`src/rtl/octal_latch_pkg.sv`:
```
package octal_latch_pkg;
    typedef enum logic [1:0] {
        MODE_WRITE = 2'd0,
        MODE_HOLD  = 2'd1,
        MODE_DEMUX = 2'd2,
        MODE_CLEAR = 2'd3
    } op_mode_e;
endpackage

```
`src/rtl/octal_mode_dec.sv`:
```
module octal_mode_dec
    import octal_latch_pkg::*;
(
    input  logic     en_n,
    input  logic     clr_n,
    output op_mode_e mode
);
    always_comb begin
        unique case ({en_n, clr_n})
            2'b01:   mode = MODE_WRITE;
            2'b11:   mode = MODE_HOLD;
            2'b00:   mode = MODE_DEMUX;
            default: mode = MODE_CLEAR;
        endcase
    end
endmodule

```
`src/rtl/octal_sel_dec.sv`:
```
module octal_sel_dec #(
    parameter int ADDR_W = 3,
    localparam int NCELL = 1 << ADDR_W
) (
    input  logic [ADDR_W-1:0] sel,
    output logic [NCELL-1:0]  hot
);
    for (genvar i = 0; i < NCELL; i++) begin : g_line
        assign hot[i] = (sel == ADDR_W'(i));
    end
endmodule

```
`src/rtl/octal_addr_guard.sv`:
```
module octal_addr_guard #(
    parameter int ADDR_W = 3
) (
    input  logic              clk,
    input  logic              rst,
    input  logic              is_write,
    input  logic [ADDR_W-1:0] sel,
    output logic              addr_err
);
    typedef struct packed {
        logic [ADDR_W-1:0] prev_sel;
        logic              prev_wr;
        logic              err;
    } guard_t;

    guard_t g_d, g_q;

    always_comb begin
        g_d.prev_sel = sel;
        g_d.prev_wr  = is_write;
        g_d.err      = is_write && g_q.prev_wr && (sel != g_q.prev_sel);
        if (rst) begin
            g_d = '0;
        end
    end

    always_ff @(posedge clk) begin
        g_q <= g_d;
    end

    assign addr_err = g_q.err;

    // a select change across two write cycles raises the flag
    p_flag_on_move_r7: assert property (@(posedge clk) disable iff (rst)
        ($past(!rst) && is_write && $past(is_write) && sel != $past(sel)) |=> addr_err);

    // the flag only follows a write cycle
    p_flag_needs_write_r7: assert property (@(posedge clk) disable iff (rst)
        addr_err |-> $past(is_write));
endmodule

```
`src/rtl/octal_addr_latch.sv`:
```
module octal_addr_latch
    import octal_latch_pkg::*;
#(
    parameter int ADDR_W = 3
) (
    input  logic                     clk,
    input  logic                     rst,
    input  logic                     din,
    input  logic [ADDR_W-1:0]        sel,
    input  logic                     en_n,
    input  logic                     clr_n,
    output logic [(1<<ADDR_W)-1:0]   q,
    output logic                     addr_err
);
    localparam int NCELL = 1 << ADDR_W;

    typedef struct packed {
        logic [NCELL-1:0] bits;
    } bank_t;

    op_mode_e         mode;
    logic [NCELL-1:0] hot;
    bank_t            bank_d, bank_q;

    octal_mode_dec u_mode (
        .en_n  (en_n),
        .clr_n (clr_n),
        .mode  (mode)
    );

    octal_sel_dec #(.ADDR_W(ADDR_W)) u_sel (
        .sel (sel),
        .hot (hot)
    );

    octal_addr_guard #(.ADDR_W(ADDR_W)) u_guard (
        .clk      (clk),
        .rst      (rst),
        .is_write (mode == MODE_WRITE),
        .sel      (sel),
        .addr_err (addr_err)
    );

    always_comb begin
        bank_d = bank_q;
        unique case (mode)
            MODE_WRITE: bank_d.bits = (bank_q.bits & ~hot) | (hot & {NCELL{din}});
            MODE_HOLD:  bank_d.bits = bank_q.bits;
            MODE_DEMUX: bank_d.bits = hot & {NCELL{din}};
            default:    bank_d.bits = '0;
        endcase
        if (rst) begin
            bank_d = '0;
        end
    end

    always_ff @(posedge clk) begin
        bank_q <= bank_d;
    end

    assign q = bank_q.bits;

    // reset empties the bank
    p_reset_clears_r1: assert property (@(posedge clk)
        rst |=> (q == '0) && !addr_err);

    // only the selected cell may move in write mode
    p_write_others_r2: assert property (@(posedge clk) disable iff (rst)
        (mode == MODE_WRITE) |=> ((q & ~$past(hot)) == ($past(q) & ~$past(hot)))
                                 && ((|(q & $past(hot))) == $past(din)));

    // hold freezes every cell
    p_hold_stable_r3: assert property (@(posedge clk) disable iff (rst)
        (mode == MODE_HOLD) |=> $stable(q));

    // demultiplexer leaves at most one cell set, matching the data bit
    p_demux_single_r4: assert property (@(posedge clk) disable iff (rst)
        (mode == MODE_DEMUX) |=> ($countones(q) <= 1) && ((q != '0) == $past(din)));

    // clear empties the bank
    p_clear_zero_r6: assert property (@(posedge clk) disable iff (rst)
        (mode == MODE_CLEAR) |=> (q == '0));
endmodule

```
`config.mk`:
```
export PLATFORM = sky130hd
export DESIGN_NAME = octal_addr_latch
export DESIGN_NICKNAME = d
export VERILOG_FILES = /design/src/rtl/octal_latch_pkg.sv /design/src/rtl/octal_mode_dec.sv /design/src/rtl/octal_sel_dec.sv /design/src/rtl/octal_addr_guard.sv /design/src/rtl/octal_addr_latch.sv
export SDC_FILE = /design/constraint.sdc
export NUM_CORES = 1
export LEC_CHECK = 0
export ABC_AREA = 1
export BUFFER_PORTS_ARGS = -buffer_cell sky130_fd_sc_hd__buf_2
export CORE_UTILIZATION = 30
export CTS_CLUSTER_SIZE = 40
export DETAILED_ROUTE_END_ITERATION = 7
export PLACE_DENSITY = 0.48
export SYNTH_ARGS = -nofsm -noshare
export SYNTH_HDL_FRONTEND = slang
export SYNTH_SLANG_ARGS = --single-unit
```
`constraint.sdc`:
```
create_clock -name clk -period 0.85 [get_ports clk]
set_input_delay 0.085 -clock clk [delete_from_list [all_inputs] [get_ports clk]]
set_output_delay 0.085 -clock clk [all_outputs]
set_load 0.05 [all_outputs]
```
### Word-level counts from Yosys, hierarchy flattened

Index checks and enable logic that the tools add are counted.
W data, S select, Z words.

| word-level totals | value |
|---|---|
| bits in registers | 13 |
| input bits | 8 |
| logic and storage cells | 27 |

| cells by class | value |
|---|---|
| eq/ne operators | 12 |
| muxes and demuxes | 2 |
| bitwise gates (word level) | 4 |
| reductions and logical operators | 5 |

Operators by type and width:

| kind | number |
|---|---|
| $pmux W8 S3 | 1 |
| $and A8 B8 Y8 | 2 |
| $eq A3 B3 Y1 const B | 4 |
| $not A8 Y8 | 1 |
| $or A8 B8 Y8 | 1 |
| $eq A3 B2 Y1 const B | 2 |
| $pmux W2 S3 | 1 |
| $eq A2 B1 Y1 const B | 2 |
| $eq A2 B2 Y1 const B | 2 |
| $logic_not A2 Y1 | 2 |
| $eq A3 B1 Y1 const B | 1 |
| $logic_not A3 Y1 | 1 |
| $ne A3 B3 Y1 | 1 |
| $logic_and A1 B1 Y1 | 2 |

### Longest topological paths before layout

Gate-level depths: netlist (run 1).

| logic depth | value |
|---|---|
| word-level depth | 5 |
| depth in mapped cells | 8 |

### Modules after synthesis

A second synthesis (run 1) with hierarchy kept.

| second synthesis, totals | value |
|---|---|
| cell total of the unflattened synthesis | 122 |
| area, all modules | 769.5 um^2 |

By module, submodules not included:

| module | instances | cells each | area each (um^2) | seq. area each (um^2) |
|---|---|---|---|---|
| octal_addr_latch | 1 | 79 | 511.7 | 160.2 |
| octal_addr_guard | 1 | 26 | 193.9 | 100.1 |
| octal_sel_dec | 1 | 15 | 56.3 | 0.0 |
| octal_mode_dec | 1 | 2 | 7.5 | 0.0 |

### Least setup slack after synthesis (run 1)

OpenSTA, ideal clock, no wires.

| timing path | value |
|---|---|
| path kind | reg2reg |
| start | register bank_q (netlist bit q[3]) |
| end | register bank_q (netlist bit q[3]) |
| library setup time | 0.071 ns |
| data arrival time | 1.002 ns |
| required time | 0.779 ns |
| slack | -0.223 ns |
| stages on the path, launching flop included | 5 |
| period minus slack after synthesis | 1.073 ns |
| path through | dfxtp_1 -> inv_1 -> nor2_1 -> o21ai_0 -> a21oi_1 |

| between the ends | value |
|---|---|
| word-level cells in the longest chain between the ends | 3 |

Ends and longest elaborated chain:

| element | RTL line | RTL |
|---|---|---|
| from (decl) | octal_addr_latch.sv:23 | `bank_t bank_d, bank_q;` |
| from (signal assigned) | octal_addr_latch.sv:58 | `bank_q <= bank_d;` |
| $and A8 B8 Y8 | octal_addr_latch.sv:47 | `MODE_WRITE: bank_d.bits = (bank_q.bits & ~hot) \| (hot & {NCELL{din}});` |
| $or A8 B8 Y8 | octal_addr_latch.sv:47 |  |
| $pmux W8 S3 | octal_addr_latch.sv:46 | `unique case (mode)` |

No other way between the ends.
A chain may end at the register's enable or synchronous reset.

### Worst setup path after layout (run 1)

| timing path | value |
|---|---|
| start | register bank_q (netlist bit q[6]) |
| end | output port q[6] |

RTL lines:

| element | RTL line | RTL |
|---|---|---|
| to (decl) | octal_addr_latch.sv:12 | `output logic [(1<<ADDR_W)-1:0] q,` |

No word-level cell between the ends.

==> metrics.txt, run 1 <==
CP required=roughly 0.76 ns; Tmin final=slightly below 0.9 ns; Worst Path Max Fanout=3; failing checks=negative setup slack; most frequent cells in the layout=26 x nor2_1, 24 x nand2_1, 13 x inv_1; maxcap violations=0; Sw Ratio=0.270; layout cells sized above 1=0.346; RSZ-0062 raised after global routing=yes; port buffer count=16; r2r startpoint=q[7]$_SDFFE_PP0P_; Seq pwr share=0.521; ANT cells=0; relative slew slack=0.805; Tcrit/Tclk final=1.02; Worst EP arrival=around 0.79 ns; NetSw=around 330 uW; clock slew at reported path FFs=0.08 ns; max-slew violation count=0; Max VDD drop=1.03 mV; Area Growth Syn to Fin=39.8%; Cell Chain, Critical Path=buf_8; status=finished with violations; Vias/cell=between 4 and 5; Buf+Inv Stages, Crit Path=1; drt wl/cell=9.60 um; hold_buf cts=0; routability cong.=just under 0.8; commonest non-fill, non-tap cell in the layout=nor2_1; Distinct cells, synth=18; slowest CP cell=dfxtp_2; # IOs=17; Static Leak=around 0.00047 uW; Slew @ Worst Pin=around 0.29 ns; post-route cell area=between 900 and 1000 um^2; Total GRT Usage=0.140; register area share after synthesis=0.371; synthesized area per cell=between 6 and 7 um^2; setup violators final=8; FMAX=around 1100 MHz; drt total wl=1.55 mm; Syn. warnings=0; grt ovf=0; Area after DPL=around 830 um^2; row count=17; nets=142; clk sink count=13; Fillers=~250; post-route ant nets=0; die height=approximately 50 um; DRC Markers=0; Pre-antenna DRT Iters=4; Final Worst Setup Slack=-0.0205 ns; crit path from=q[6]$_SDFFE_PP0P_; number of cells produced by synthesis=110; CTS Buf Count=3; Synth Net Count=118; Startpoint Class=flip-flop; H-tree level count=1; Worst-Skew Late Latency=between 0.2 and 0.3 ns; pwr/cell area=between 1000 and 1500 nW/um^2; via count=around 690; Clk pwr share=0.309; post-layout util=0.443; CTS tree=done; die area=about 2500 um^2; global-route wire length before repair=about 2.6 mm; Root Driver=clkbuf_4; Hold Startpoint=rst; CP top delay family=flip-flops; Final Hold Fails=0; DPL Wire Length=1.12 mm; initial DRC count=4; CP max stage delay=about 0.36 ns; crit path kind=flip-flop to output port; hold crit path type=input pin to flip-flop; vias in the first global route=around 580; core area=2210 um^2; Comb pwr share=0.170; Setup Skew=between 0.004 and 0.005 ns; Max clock buf depth=2; DIE WIDTH=approximately 50 um; DP Worst Slack=-0.0388 ns; largest net degree at the start of global routing=13; antenna violations before repair=0; CP endpoint kind=output port; Synth Register Bits=13; initial core utilization=0.317; Mapped Area=701 um^2; total internal power=roughly 900 uW
## worst paths after layout
check | endpoint | slack (ns) | cells after the start
min reg2reg | u_guard.addr_err$_SDFF_PP0_ | 0.54 | 3
min | q[4]$_SDFFE_PP0P_ | 0.13 | 2
max reg2reg | q[7]$_SDFFE_PP0P_ | 0.05 | 5
max | q[6] | -0.02 | 1
## metal layers
layer,share of wire,vias up,track usage
met5,0,-,0
li1,-,378,-
met2,0.48,13,0.231
met3,0.056,2,0.0636
met1,0.45,292,0.154
met4,0.011,0,0.0556
## what timing repair did
item                                    CTS  global route
pin swaps                                 0             7
endpoints found under the setup margin    9            13
setup buffers                             2             0
endpoints found under the hold margin     0             0
resized for setup                        24             9
gates cloned                              0             0
## registers in the layout, summed over array words and instances, names as in the netlist
register	flops
q	8
u_guard.addr_err	1
u_guard.g_q	4
## cell usage after synthesis (all sizes together)
cell type	instances	area (um^2)
nor2	30	125
nor3	2	10.0
clkinv	1	5.00
xnor2	3	26.3
clkbuf	1	3.75
nand3	9	45.0
o21ai	3	15.0
buf	3	30.0
nand2	27	106
nor3b	1	7.51
dfxtp	13	260
a21oi	2	10.0
inv	15	56.3
## power by group through the flow
stage          Clock, uW  Sequential [uW]  Combinational, uW
2_1_floorplan          0              662                112
3_3_place_gp           0              641                189
3_5_place_dp           0              641                189
4_1_cts              400              629                202
5_1_grt              439              631                229
6_report             373              629                205
## kinds of logic after synthesis
group	synth area share
AND/OR/NAND/NOR	0.420
buffers and inverters	0.136
flip-flops	0.371
AO/OA/AOI/OAI	0.0357
XOR/XNOR	0.0375
## metrics by stage
stage	std cells	TNS, ns	power [uW]	hold slack [ns]
3_3_place_gp	155	-0.0354	830	0.410
5_1_grt	161	-0.472	1300	0.130
6_report	161	-0.105	1210	0.133
4_1_cts	161	-0.172	1230	0.121
2_1_floorplan	110	-0.0588	774	0.228
3_5_place_dp	155	-0.0618	830	0.422
## layout make-up
cell class,count,area (um^2),share of cell area
Inverter,16,61.3,0.0626
Timing Repair Buffer,23,226,0.231
Sequential cell,13,277,0.282
Clock buffer,4,26.3,0.0268
Multi-Input combinational cell,77,354,0.361
Tap cell,28,35.0,0.0358
(Power assumes the default switching activity.)
==> run 2: changes to the inputs <==
==> constraint.sdc (replaced) <==
create_clock -name clk -period 0.85 [get_ports clk]
set_input_delay 0 -clock clk [delete_from_list [all_inputs] [get_ports clk]]
set_output_delay 0 -clock clk [all_outputs]
set_load 0.05 [all_outputs]
==> run 2 against run 1 <==
  * The flow now finishes without violations
  * Clock power increased by 1%
  * Clock skew grew 0.00091 ns
  * Combinational power is 16% lower
  * Sequential power about the same
  * Die area unchanged
  * Largest cell class unchanged
==> metrics.txt, run 2 (synthesized netlist as in run 1, its figures left out) <==
Multi-input gate area=about 350 um^2; hold crit path type=input pin to flip-flop; clk sink count=13; drt total wl=1.45 mm; Final Hold Fails=0; Final Worst Setup Slack=0.0357 ns; post-route insts no fill=~150; post-route ant nets=0; R2R cell count=6; vias in the first global route=approximately 600; Area after DPL=about 800 um^2; Seq pwr share=0.533; largest net degree at the start of global routing=13; die height=between 50 and 60 um; r2r startpoint=q[2]$_SDFFE_PP0P_; row count=17; post-route cell area=~850 um^2; Power Total=~1200 uW; ANT cells=0; port buffer count=16; NetSw=about 320 uW; routability cong.=roughly 0.74; Total GRT Usage=0.134; core area=2210 um^2; crit path kind=flip-flop to output port; Worst-Skew Late Latency=~0.27 ns; most frequent cells in the layout=27 x nor2_1, 25 x nand2_1, 13 x inv_1; setup violators final=0; total internal power=roughly 860 uW; global-route wire length before repair=2.50 mm; internal reg-to-reg setup slack=roughly 0.12 ns; Vias/cell=between 4 and 5; layout cells sized above 1=0.278; Max VDD drop=~0.91 mV; Buf+Inv Stages, Crit Path=1; Clk pwr share=0.320; Area Growth Syn to Fin=20.7%; placed cell count=150; antenna violations before repair=0; CP max stage delay=between 0.3 and 0.4 ns; commonest non-fill, non-tap cell in the layout=nor2_1; grt ovf=0; CP endpoint kind=output port; nets=about 140; hold path cells=2; max-slew violation count=0; CTS Buf Count=3; Pre-antenna DRT Iters=2; Worst Path Max Fanout=3; relative slew slack=0.827; Comb pwr share=0.147; Worst Hold End=u_guard.g_q[2]$_SDFF_PP0_; # IOs=17; Worst R2R End=q[2]$_SDFFE_PP0P_; H-tree level count=1; Reg area=275 um^2; Setup Skew=roughly 0.0053 ns; Slew @ Worst Pin=~0.26 ns; initial DRC count=7; DRC Markers=0; initial core utilization=0.317; drt wl/cell=9.42 um; Tcrit/Tclk final=0.958; DIE WIDTH=roughly 50 um; status=finished, final reports clean; DP Worst Slack=about 0.064 ns; via count=644; CTS tree=done; CP required=between 0.8 and 0.9 ns; FMAX=1230 MHz; max reg flops=8; maxcap violations=0; Worst EP arrival=around 0.8 ns; pwr/cell area=around 1400 nW/um^2; slowest CP cell=dfxtp_2; clock slew at reported path FFs=0.08 ns; Tmin final=between 0.8 and 0.9 ns; Fillers=about 270; Max clock buf depth=2; Hold Startpoint=rst; Static Leak=roughly 0.00042 uW; die area=2530 um^2; Startpoint Class=flip-flop; Cell Chain, Critical Path=buf_4; CP top delay family=flip-flops; DPL Wire Length=between 1 and 1.5 mm; Sw Ratio=0.272; Root Driver=clkbuf_4
run 2: what timing repair did:
item	4_1_cts	5_1_grt
hold buffers	0	0
pin swaps	0	2
endpoints found under the hold margin	0	0
setup endpoints to repair	8	2
buffers inserted	0	0
gates resized for setup	8	2
run 2: metal layers:
metal | vias to the layer above | routed length [um] | GRT usage
li1 | 364 | - | -
met1 | 266 | 725 | 0.154
met2 | 12 | 646 | 0.222
met3 | 2 | 66 | 0.0576
met4 | 0 | 13 | 0.0417
met5 | - | 0 | 0
run 2: worst max path at each step:
stage                                      from                 to  slack [ns]  cells after the start
floorplan                     q[3]$_SDFFE_PP0P_  q[3]$_SDFFE_PP0P_       -0.06                      4
global route        u_guard.addr_err$_SDFF_PP0_           addr_err      -0.003                      1
global placement                         sel[2]  q[4]$_SDFFE_PP0P_        0.06                      6
CTS                           q[7]$_SDFFE_PP0P_               q[7]        0.02                      1
detailed placement                         en_n  q[0]$_SDFFE_PP0P_        0.06                      6
finish                        q[6]$_SDFFE_PP0P_               q[6]        0.04                      1
run 2: per-stage QoR:
step / hold WS [ns] / setup TNS [ns] / util
after floorplan: 0.143 / -0.0588 / -
after global placement: 0.327 / 0 / 0.360
after detailed placement: 0.338 / 0 / 0.360
after CTS: 0.0395 / 0 / 0.381
after global routing: 0.0429 / -0.00313 / 0.382
final: 0.0442 / 0 / 0.382
run 2: worst register-to-register path: stages, from the launching register on:
cell and delay, ns:
dfxtp_4 0.35, inv_1 0.03, nor2_1 0.09, nand2_1 0.05
nand3_1 0.06, nand2_1 0.05, inv_1 0.04
run 2: layout make-up:
class / instances / share of cell area
Tap cell: 28 / 0.0414
Timing Repair Buffer: 16 / 0.121
Sequential cell: 13 / 0.325
Multi-Input combinational cell: 77 / 0.408
Clock buffer: 4 / 0.0311
Inverter: 16 / 0.0725
run 2: power groups by stage:
stage / Sequential [uW] / Combinational, uW / Clock (uW)
3_5_place_dp: 641 / 172 / 0
2_1_floorplan: 662 / 112 / 0
3_3_place_gp: 641 / 172 / 0
6_report: 627 / 173 / 377
4_1_cts: 627 / 176 / 406
5_1_grt: 629 / 195 / 433
